<file path="config.mk">
export PLATFORM = sky130hd
export DESIGN_NAME = traffic_csr
export DESIGN_NICKNAME = d
export VERILOG_FILES = /design/src/rtl/traffic_csr_pkg.sv /design/src/rtl/tcsr_ctrl_regs.sv /design/src/rtl/tcsr_cnt_bank.sv /design/src/rtl/traffic_csr.sv
export SDC_FILE = /design/constraint.sdc
export NUM_CORES = 2
export LEC_CHECK = 0
export ABC_AREA = 1
export ABC_CLOCK_PERIOD_IN_PS = 2700
export BUFFER_PORTS_ARGS = -buffer_cell sky130_fd_sc_hd__buf_4
export CAP_MARGIN = 5
export CORE_MARGIN = 3
export CORE_UTILIZATION = 29
export CTS_CLUSTER_SIZE = 40
export DETAILED_ROUTE_END_ITERATION = 10
export SLEW_MARGIN = 0
export SYNTH_ARGS = -nofsm -noshare
export SYNTH_HDL_FRONTEND = slang
export SYNTH_SLANG_ARGS = --single-unit
</file>
<file path="constraint.sdc">
create_clock -name clk -period 2.7 [get_ports clk]
set_input_delay 0.135 -clock clk [delete_from_list [all_inputs] [get_ports clk]]
set_output_delay 0.135 -clock clk [all_outputs]
set_load 0.02 [all_outputs]
</file>
<file path="src/rtl/traffic_csr_pkg.sv">
// Shared word offsets and types for the traffic control/status registers.
// Assumes word addressing and a 32-bit data bus.
package traffic_csr_pkg;
    localparam int DATA_W    = 32;
    localparam int WD_START  = 0;
    localparam int WD_CONT   = 1;
    localparam int WD_CLR    = 2;
    localparam int WD_RATE   = 3;
    localparam int WD_RDONE  = 4;
    localparam int WD_SYSCFG = 5;
    localparam int EXT_BASE  = 'h22;
    localparam int FH_BASE   = 'h60;

    typedef logic [DATA_W-1:0] word_t;

    // Rate change request fields as held in word 3
    typedef struct packed {
        logic       tile;
        logic [2:0] dir;
        logic       req;
    } rate_cfg_t;
endpackage

</file>
<file path="src/rtl/tcsr_ctrl_regs.sv">
// Writable control words: start bits, continuous mode, clear strobe and
// the rate change request with its completion handshake.
// Assumes one write per cycle; the write takes effect on the edge it is seen.
module tcsr_ctrl_regs
    import traffic_csr_pkg::*;
#(
    parameter int ADDR_W = 8,
    parameter bit TILE_E = 1'b1
) (
    input  logic              clk,
    input  logic              rst_n,
    input  logic              wr_en,
    input  logic [ADDR_W-1:0] addr,
    input  word_t             wdata,
    input  logic              rate_done_in,
    output logic              start_fh,
    output logic              start_sync,
    output logic              cont_en,
    output logic              clr_err,
    output rate_cfg_t         rate_cfg,
    output logic              rate_done_flag
);
    logic hit_start, hit_cont, hit_clr, hit_rate;
    logic set_req;

    // Decode the word that the write strobe targets
    always_comb begin
        hit_start = wr_en && (addr == ADDR_W'(WD_START));
        hit_cont  = wr_en && (addr == ADDR_W'(WD_CONT));
        hit_clr   = wr_en && (addr == ADDR_W'(WD_CLR));
        hit_rate  = wr_en && (addr == ADDR_W'(WD_RATE));
        set_req   = hit_rate && wdata[0];
    end

    // Start bits and continuous mode hold the last value written
    always_ff @(posedge clk) begin
        if (!rst_n) begin
            start_fh   <= 1'b0;
            start_sync <= 1'b0;
            cont_en    <= 1'b0;
        end else begin
            if (hit_start) begin
                start_fh   <= wdata[0];
                start_sync <= wdata[1];
            end
            if (hit_cont) cont_en <= wdata[0];
        end
    end

    // Clear strobe: one cycle high after a write of 1 to the clear word
    always_ff @(posedge clk) begin
        if (!rst_n) clr_err <= 1'b0;
        else        clr_err <= hit_clr && wdata[0];
    end

    // Rate request: software sets it, only a completion clears it
    always_ff @(posedge clk) begin
        if (!rst_n) begin
            rate_cfg       <= '{tile: TILE_E, dir: 3'd0, req: 1'b0};
            rate_done_flag <= 1'b0;
        end else begin
            if (hit_rate) begin
                rate_cfg.tile <= wdata[7];
                rate_cfg.dir  <= wdata[6:4];
            end
            if (set_req) begin
                rate_cfg.req   <= 1'b1;
                rate_done_flag <= 1'b0;
            end else if (rate_cfg.req && rate_done_in) begin
                rate_cfg.req   <= 1'b0;
                rate_done_flag <= 1'b1;
            end
        end
    end

    // a clear pulse only follows a write of 1 to the clear word
    p_clr_cause_r5: assert property (@(posedge clk) disable iff (!rst_n)
        clr_err |-> $past(wr_en && addr == ADDR_W'(WD_CLR) && wdata[0]));
    // the request drops only on a completion
    p_req_fall_r7: assert property (@(posedge clk) disable iff (!rst_n)
        $fell(rate_cfg.req) |-> $past(rate_done_in));
    // the done flag rises only when a request was open
    p_flag_rise_r7: assert property (@(posedge clk) disable iff (!rst_n)
        $rose(rate_done_flag) |-> $past(rate_cfg.req));
    // an open request with no completion stays open
    p_req_hold_r6: assert property (@(posedge clk) disable iff (!rst_n)
        ($past(rate_cfg.req) && !$past(rate_done_in)) |-> rate_cfg.req);
endmodule

</file>
<file path="src/rtl/tcsr_cnt_bank.sv">
// A bank of event counters. Each lane counts its one-cycle strobe; the
// lanes flagged in ERR_MASK are zeroed by the clear pulse, which wins over
// an event in the same cycle. Counters wrap at their width.
module tcsr_cnt_bank #(
    parameter int            NUM      = 7,
    parameter int            CNT_W    = 32,
    parameter logic [NUM-1:0] ERR_MASK = '0
) (
    input  logic                      clk,
    input  logic                      rst_n,
    input  logic                      clr,
    input  logic [NUM-1:0]            evt,
    output logic [NUM-1:0][CNT_W-1:0] cnt
);
    for (genvar i = 0; i < NUM; i++) begin : g_lane
        if (ERR_MASK[i]) begin : g_err
            // Error lane: counts events, zeroed by the clear pulse
            always_ff @(posedge clk) begin
                if (!rst_n || clr) cnt[i] <= '0;
                else if (evt[i])   cnt[i] <= cnt[i] + CNT_W'(1);
            end
            // an error lane reads zero right after a clear
            p_err_zero_r10: assert property (@(posedge clk) disable iff (!rst_n)
                $past(clr) |-> cnt[i] == '0);
        end else begin : g_plain
            // Plain lane: counts events, never cleared outside reset
            always_ff @(posedge clk) begin
                if (!rst_n)      cnt[i] <= '0;
                else if (evt[i]) cnt[i] <= cnt[i] + CNT_W'(1);
            end
            // a plain lane is not disturbed by the clear pulse
            p_plain_keep_r10: assert property (@(posedge clk) disable iff (!rst_n)
                ($past(clr) && !$past(evt[i])) |-> $stable(cnt[i]));
        end
        // a lane moves by exactly its event, or is cleared
        p_step_r9: assert property (@(posedge clk) disable iff (!rst_n)
            !$past(clr) |-> cnt[i] == $past(cnt[i]) + CNT_W'($past(evt[i])));
    end
endmodule

</file>
<file path="src/rtl/traffic_csr.sv">
// Top of the traffic control/status register block. It joins the control
// words, the two counter banks and a registered read mux. Reads return one
// cycle after rd_en. Writes to read-only or reserved words are dropped.
// Assumes CNT_W <= 32 and that both banks fit below 2**ADDR_W.
module traffic_csr
    import traffic_csr_pkg::*;
#(
    parameter int ADDR_W                  = 8,
    parameter int NUM_EXT                 = 7,
    parameter int NUM_FH                  = 23,
    parameter int CNT_W                   = 32,
    parameter bit TILE_E                  = 1'b1,
    parameter logic [NUM_EXT-1:0] EXT_ERR_MASK = 7'h40,
    parameter logic [NUM_FH-1:0]  FH_ERR_MASK  = 23'h490030
) (
    input  logic               clk,
    input  logic               rst_n,
    input  logic               wr_en,
    input  logic               rd_en,
    input  logic [ADDR_W-1:0]  addr,
    input  logic [31:0]        wdata,
    output logic [31:0]        rdata,
    output logic               rvalid,
    output logic               start_fh,
    output logic               start_sync,
    output logic               cont_en,
    output logic               clr_err,
    output logic               rate_req,
    output logic [2:0]         rate_dir,
    output logic               rate_tile,
    input  logic               rate_done_in,
    input  logic               cfg_ready,
    input  logic [7:0]         cfg_comp_param,
    input  logic               cfg_comp_en,
    input  logic               cfg_ext_en,
    input  logic               cfg_cpext_en,
    input  logic               cfg_cp_en,
    input  logic               cfg_up_en,
    input  logic [NUM_EXT-1:0] ext_evt,
    input  logic [NUM_FH-1:0]  fh_evt
);
    localparam int EXT_IW = (NUM_EXT > 1) ? $clog2(NUM_EXT) : 1;
    localparam int FH_IW  = (NUM_FH > 1) ? $clog2(NUM_FH) : 1;

    rate_cfg_t                        rate_cfg;
    logic                             rate_done_flag;
    logic [NUM_EXT-1:0][CNT_W-1:0]    ext_cnt;
    logic [NUM_FH-1:0][CNT_W-1:0]     fh_cnt;
    logic [ADDR_W-1:0]                ext_off, fh_off;
    word_t                            rd_mux;

    tcsr_ctrl_regs #(.ADDR_W(ADDR_W), .TILE_E(TILE_E)) u_ctrl (
        .clk            (clk),
        .rst_n          (rst_n),
        .wr_en          (wr_en),
        .addr           (addr),
        .wdata          (wdata),
        .rate_done_in   (rate_done_in),
        .start_fh       (start_fh),
        .start_sync     (start_sync),
        .cont_en        (cont_en),
        .clr_err        (clr_err),
        .rate_cfg       (rate_cfg),
        .rate_done_flag (rate_done_flag)
    );

    tcsr_cnt_bank #(.NUM(NUM_EXT), .CNT_W(CNT_W), .ERR_MASK(EXT_ERR_MASK)) u_ext_bank (
        .clk   (clk),
        .rst_n (rst_n),
        .clr   (clr_err),
        .evt   (ext_evt),
        .cnt   (ext_cnt)
    );

    tcsr_cnt_bank #(.NUM(NUM_FH), .CNT_W(CNT_W), .ERR_MASK(FH_ERR_MASK)) u_fh_bank (
        .clk   (clk),
        .rst_n (rst_n),
        .clr   (clr_err),
        .evt   (fh_evt),
        .cnt   (fh_cnt)
    );

    assign rate_req  = rate_cfg.req;
    assign rate_dir  = rate_cfg.dir;
    assign rate_tile = rate_cfg.tile;

    // Select the addressed word; reserved words give zero
    always_comb begin
        ext_off = addr - ADDR_W'(EXT_BASE);
        fh_off  = addr - ADDR_W'(FH_BASE);
        rd_mux  = '0;
        if (addr == ADDR_W'(WD_START))
            rd_mux = {30'd0, start_sync, start_fh};
        else if (addr == ADDR_W'(WD_CONT))
            rd_mux = {31'd0, cont_en};
        else if (addr == ADDR_W'(WD_RATE))
            rd_mux = {24'd0, rate_cfg.tile, rate_cfg.dir, 3'd0, rate_cfg.req};
        else if (addr == ADDR_W'(WD_RDONE))
            rd_mux = {30'd0, rate_done_flag, 1'b0};
        else if (addr == ADDR_W'(WD_SYSCFG))
            rd_mux = {cfg_ready, 18'd0, cfg_comp_param, cfg_comp_en, cfg_ext_en,
                      cfg_cpext_en, cfg_cp_en, cfg_up_en};
        else if (addr >= ADDR_W'(EXT_BASE) && addr < ADDR_W'(EXT_BASE + NUM_EXT))
            rd_mux = 32'(ext_cnt[ext_off[EXT_IW-1:0]]);
        else if (addr >= ADDR_W'(FH_BASE) && addr < ADDR_W'(FH_BASE + NUM_FH))
            rd_mux = 32'(fh_cnt[fh_off[FH_IW-1:0]]);
    end

    // Register the read data one cycle after the request
    always_ff @(posedge clk) begin
        if (!rst_n) begin
            rvalid <= 1'b0;
            rdata  <= '0;
        end else begin
            rvalid <= rd_en;
            rdata  <= rd_en ? rd_mux : '0;
        end
    end

    // valid data only follows a read request
    p_rvalid_cause_r2: assert property (@(posedge clk) disable iff (!rst_n)
        rvalid |-> $past(rd_en));
    // a read request always yields valid data next cycle
    p_rvalid_follow_r2: assert property (@(posedge clk) disable iff (!rst_n)
        rd_en |=> rvalid);
    // the clear word never reads back as non-zero
    p_clr_reads_zero_r5: assert property (@(posedge clk) disable iff (!rst_n)
        (rvalid && $past(addr) == ADDR_W'(WD_CLR)) |-> rdata == '0);
    // a reserved word reads zero
    p_reserved_zero_r11: assert property (@(posedge clk) disable iff (!rst_n)
        (rvalid && $past(addr) > ADDR_W'(WD_SYSCFG) && $past(addr) < ADDR_W'(EXT_BASE))
        |-> rdata == '0);
endmodule

</file>
# Word-level counts from Yosys, hierarchy flattened
# Index checks and enable logic that the tools add are counted.
word_totals:
  ff_bits: 1003
  in_bits: 89
  output_inout_bits: 42
  word_cells: 119
classes:
  n_addsub: 32
  order_cmp: 6
  eq_ne: 5
  n_mux: 13
  bitwise: 2
  reduce_logical: 18
ops:
  columns: ["cell", "count"]
  rows:
  - ["adder 32 x 1 -> 32 bit (second input constant)", 30]
  - ["binary-select mux 32 bit (select 5 bit)", 1]
  - ["two-way mux 32 bit", 5]
  - ["binary-select mux 32 bit (select 3 bit)", 1]
  - ["== test 8 x 2 -> 1 bit (second input constant)", 2]
  - ["== test 8 x 3 -> 1 bit (second input constant)", 2]
  - ["two-way mux 8 bit", 2]
  - ["logical AND 1 bit", 9]
  - ["== test 8 x 1 -> 1 bit (second input constant)", 1]
  - ["greater-or-equal comparator 8 x 6 -> 1 bit (second input constant)", 1]
  - ["greater-or-equal comparator 8 x 7 -> 1 bit (second input constant)", 1]
  - ["zero test 8 bit", 1]
  - ["less-than comparator 8 x 6 -> 1 bit (second input constant)", 1]
  - ["less-than comparator 8 x 7 -> 1 bit (second input constant)", 1]
  - ["OR reduction 7 bit", 1]
  - ["less-than comparator 5 x 6 -> 1 bit (second input constant)", 1]
  - ["OR reduction 6 bit", 1]
  - ["subtractor 5 x 1 -> 5 bit (second input constant)", 1]
  - ["less-than comparator 3 x 4 -> 1 bit (second input constant)", 1]
  - ["two-way mux 2 bit", 2]
  - ["OR reduction 4 bit", 1]
  - ["subtractor 3 x 2 -> 3 bit (second input constant)", 1]
  - ["two-way mux 1 bit", 2]
  - ["NOT 1 bit", 2]
  - ["5 further kinds", 5]

# Longest topological paths before layout
depth:
  ltp_word: 10
  ltp_mapped: 17
  ltp_nobuf: 16

# Hierarchy
# A second synthesis with hierarchy kept.
hier_totals:
  hier_cells: 9626
  area_unflattened_um2: 59777.3
by_module_without_submodules:
  columns: ["module", "instances", "cells_each", "area_per_inst_um2", "seq_area_each_um2"]
  rows:
  - ["tcsr_cnt_bank (u_fh_bank)", 1, 6105, 38916.1, 14734.1]
  - ["tcsr_cnt_bank (u_ext_bank)", 1, 1831, 11646.2, 4484.3]
  - ["traffic_csr", 1, 1616, 8714.6, 660.6]
  - ["tcsr_ctrl_regs", 1, 74, 500.5, 200.2]

# Least setup slack after synthesis
# OpenSTA, ideal clock, no wires.
synth_timing:
  kind: "in2reg"
  start: "input addr[2]"
  end: "register rdata[24]"
  setup_ps: 123
  arrival_ps: 1929
  t_required_ps: 2577
  slack_ps: 648
  path_stages: 10
  n_path_buf: 4
  cell_sequence: "buf_2 inv_2 buf_1 ha_1 inv_1 clkbuf_1 clkbuf_1 a21oi_1 o31ai_1 a21oi_2"
synth_between:
  elab_chain_cells: 5
  word_cells_on_any_way: 20
  cone_classes: "add/sub: 2; order compare: 4; eq/ne: 4; mux: 6; reduce/logical: 4"
synth_rtl:
  columns: ["element", "line", "rtl"]
  rows:
  - ["start, declared", "traffic_csr.sv:20", "input logic [ADDR_W-1:0] addr,"]
  - ["subtractor 5 x 1 -> 5 bit", "traffic_csr.sv:90", "fh_off = addr - ADDR_W'(FH_BASE);"]
  - ["binary-select mux 32 bit (select 5 bit)", "traffic_csr.sv:106", "rd_mux = 32'(fh_cnt[fh_off[FH_IW-1:0]]);"]
  - ["two-way mux 32 bit (not written as such)", "traffic_csr.sv:106", null]
  - ["two-way mux 32 bit", "traffic_csr.sv:105", "else if (addr >= ADDR_W'(FH_BASE) && addr < ADDR_W'(FH_BASE + NUM_FH))"]
  - ["two-way mux 32 bit", "traffic_csr.sv:103", "else if (addr >= ADDR_W'(EXT_BASE) && addr < ADDR_W'(EXT_BASE + NUM_EXT))"]
  - ["end signal, assigned", "traffic_csr.sv:116", "rdata <= rd_en ? rd_mux : '0;"]
  - ["end, declared", "traffic_csr.sv:22", "output logic [31:0] rdata,"]
# Parallel ways exist; a longest one is shown, timed or not. The select of a mux whose other input is x is not followed.
# A chain may end at the register's enable or synchronous reset.

# Final worst setup path
layout_timing:
  start: "input addr[7]"
  end: "register u_ctrl.start_sync"
layout_between:
  elab_chain_cells: 2
layout_rtl:
  columns: ["element", "line", "rtl"]
  rows:
  - ["zero test 8 bit", "tcsr_ctrl_regs.sv:28", "hit_start = wr_en && (addr == ADDR_W'(WD_START));"]
  - ["logical AND 1 bit", "tcsr_ctrl_regs.sv:28", null]
  - ["end signal, assigned", "tcsr_ctrl_regs.sv:44", "start_sync <= wdata[1];"]
  - ["end, declared", "tcsr_ctrl_regs.sv:17", "output logic start_sync,"]
# No other way between the ends.

==> results.txt <==
Outcome -> finished, final reports clean
Synth cell types -> 65
Vias in the first global route -> 54,536
Highest clock rate -> 397 MHz
Multi-input logic area -> 0.0300 mm^2
WP data required -> 3.42 ns
Nets -> 8,763
Cell Count, Final, Fillers Out -> 11,256
Final setup fails -> 0
Die width -> 444 um
Core Area -> 0.190 mm^2
Netlist Area Pre-Place -> 0.0557 mm^2
Initial Util -> 29.2%
DP Cell Count -> 10,971
DRT antenna net count -> 0
Min Tclk post-route -> 2.52 ns
Routed wire length per instance -> 19.5 um
Gr busiest metal -> met2
Slew HR -> 31.7%
Syn. warnings -> 0
Worst Setup End Kind -> register
Most frequent cell after synthesis -> nand2_1
Hold WS -> 0.0889 ns
Slew @ Worst Pin -> 1.03 ns
Grt met3 use -> 3.42%
Post-synthesis async set-or-reset flop share -> 0%
Reg area -> 0.0201 mm^2
Worst vdd ir -> 477 uV
Max cap viols -> 0
Clock Latency Late Sink -> 0.77 ns
CTS tree -> built
CTS Sinks -> 1,003
Layout area overhead -> 16.0%
Die ar. -> 0.197 mm^2
# fillers -> 20,442
DIE HEIGHT -> 444 um
Worst setup path category -> primary input to register
Synth Instances -> 8,490
Share of layout cells above drive strength 1 -> 6.75%
Root Buffer -> clkbuf_16
Post-synth top area cell -> dfxtp_1
Fin crit share -> 93.2%
Most frequent cells after synthesis -> nand2_1 (1,569), inv_1 (1,144), nor2_1 (1,090)
Initial antenna violation count -> 7
Ys flop type -> dfxtp_1
Setup TNS -> 0 ns
Power per cell area -> 538 mW/mm^2
Final wirelength -> 220,000 um
Core Rows -> 160
HPWL after detailed placement -> 169,000 um
IO Pins -> 131
Post-synth EDFFs -> 0
Vias per cell -> 5.20
First-pass GRT wire length -> 330,000 um
H-tree lvl count -> 3
Final Power -> 34.7 mW
TritonCTS Buffers -> 120
Synth area leaders -> dfxtp_1 (36%), nand2_1 (11%), inv_1 (7.7%), nor2_1 (7.4%), a21oi_1 (6.5%)
DR iter-0 viols -> 6,290
Routability cong. -> 1.00
Startpoint Class -> primary input
Hold WC Path Type -> primary input to register
Unrepaired setup endpoints after global routing -> false
Leak Pwr -> 22.3 nW
Post_cts resized -> 0
CP arrival -> 3.24 ns
Clk_skew -> 0.0447 ns
Syn_area_per_cell -> 6.56 um^2
Sequential share of the synthesized area -> 36.1%
Clock-pin slew on the worst setup and hold paths -> 0.06 ns
CP Max Fanout -> 6
Fin. max-slew vios -> 0
Largest net degree at the start of global routing -> 212
First-pass DRT Iterations -> 6
Hold-fix buffers at CTS -> 61
DRC violations left -> 0
Via count -> 58,587
Hold Fails Final Rpt -> 0
#FFs+latches synth -> 1,003
Clock buffer depth -> 3
GR Layer Usage met2 -> 34.0%
Gr ovfl total -> 0
GRT Resource Usage Total -> 21.4%
Top-area cell type share of the netlist area -> 36.1%
I/O Buffers -> 104
Post-CTS setup buffers -> 0
Met1 GRT Util -> 27.7%
Syn Nets -> 8,610
-- per-layer routing --
layer | wire [um] | up-vias
met4 | 14100 | 0
met3 | 15300 | 495
met2 | 96700 | 2135
li1 | - | 28670
met1 | 93600 | 27287
met5 | 0 | -
-- state kept, by name, summed over array words and instances (netlist names) --
name	count
rvalid	1
u_fh_bank.cnt	736
u_ctrl.clr_err	1
u_ctrl.start_fh	1
u_ctrl.start_sync	1
u_ctrl.cont_en	1
u_ctrl.rate_cfg	5
u_ctrl.rate_done_flag	1
rdata	32
u_ext_bank.cnt	224
-- metrics by stage --
step	setup WS (ns)	utilization (%)	instance area, um^2
4_1_cts	0.249	33.9	64500
3_5_place_dp	0.0681	31.4	59700
5_1_grt	0.108	33.9	64500
6_report	0.184	33.9	64500
3_3_place_gp	0.0779	31.4	59700
2_1_floorplan	0.648	-	55700
-- path summary, 6_finish.rpt --
check | startpoint | endpoint | slack, ns | depth (start not counted)
max reg2reg | u_ext_bank.cnt[192] | u_ext_bank.cnt[212] | 0.37 | 12
max | addr[7] | u_ctrl.start_sync | 0.18 | 12
min reg2reg | u_fh_bank.cnt[413] | u_fh_bank.cnt[413] | 0.46 | 1
min | addr[2] | u_ctrl.cont_en | 0.09 | 7
-- cell type report --
cell class                 instances  share of cell area (%)
multi-input combinational       6056                    46.5
clock buffer                     177                    5.56
tap                             2511                    4.87
sequential                      1003                    31.1
inverter                        1165                    6.79
antenna                            2                 0.00775
timing repair buffer             297                    4.19
clock inverter                    45                   0.952
-- power breakdown --
group	internal [mW]	leakage (nW)	switching (mW)
sequential	14.9	8.09	0.113
clock	10.3	2.05	6.95
combinational	0.707	12.2	1.78
-- worst max-delay path, stage by stage --
cell and delay, ns:
dlygate4sd3_1 0.54, buf_4 0.16, nor2_1 0.22, nand3_4 0.20, nor2_1 0.16, inv_2 0.08, nor2_2 0.14, buf_4 0.22
nand3_1 0.08, dlygate4sd3_1 0.56, a21oi_1 0.15, dlygate4sd3_1 0.57
-- logic make-up (layout without fill, tap and decap cells) --
| family | Yosys count | in the layout | synth area share [%] |
|---|---|---|---|
| buf+inv | 1431 | 1684 | 10.1 |
| compound gates | 1789 | 1789 | 17.8 |
| flops | 1003 | 1003 | 36.1 |
| xor+xnor | 198 | 198 | 3.12 |
| fa+ha+maj | 31 | 31 | 0.697 |
| simple gates | 4038 | 4038 | 32.2 |
| other cells | 0 | 2 | 0 |
-- cell usage in the layout (no fill, tap or decap), types with 12 or more instances in the layout --
| master | synthesis | layout |
|---|---|---|
| nor2_4 | 16 | 21 |
| nor2_2 | 24 | 20 |
| dfxtp_1 | 1003 | 1003 |
| clkinv_2 | 0 | 18 |
| clkbuf_1 | 137 | 21 |
| a211oi_1 | 13 | 13 |
| a31oi_1 | 39 | 39 |
| nor3b_1 | 42 | 42 |
| nand2_2 | 24 | 22 |
| xnor2_1 | 41 | 41 |
| buf_4 | 19 | 210 |
| xor2_1 | 157 | 157 |
| o2111ai_1 | 34 | 34 |
| ha_1 | 31 | 31 |
| nand2_1 | 1569 | 1569 |
| nand3_1 | 492 | 492 |
| clkbuf_16 | 0 | 121 |
| buf_12 | 0 | 25 |
| bufinv_16 | 0 | 12 |
| nand4_1 | 188 | 188 |
| o211ai_1 | 24 | 24 |
| o21a_1 | 39 | 39 |
| inv_2 | 19 | 19 |
| inv_1 | 1144 | 1143 |
| a21oi_1 | 727 | 727 |
| dlygate4sd3_1 | 0 | 61 |
| o22ai_1 | 184 | 184 |
| nor4_1 | 104 | 104 |
| nor2_1 | 1090 | 1089 |
| nor3_1 | 389 | 389 |
| o21ai_0 | 604 | 604 |
| nand3b_1 | 16 | 16 |
| nor3_2 | 15 | 15 |
| a22oi_1 | 59 | 59 |
| clkbuf_8 | 0 | 35 |
(Power assumes the default switching activity.)
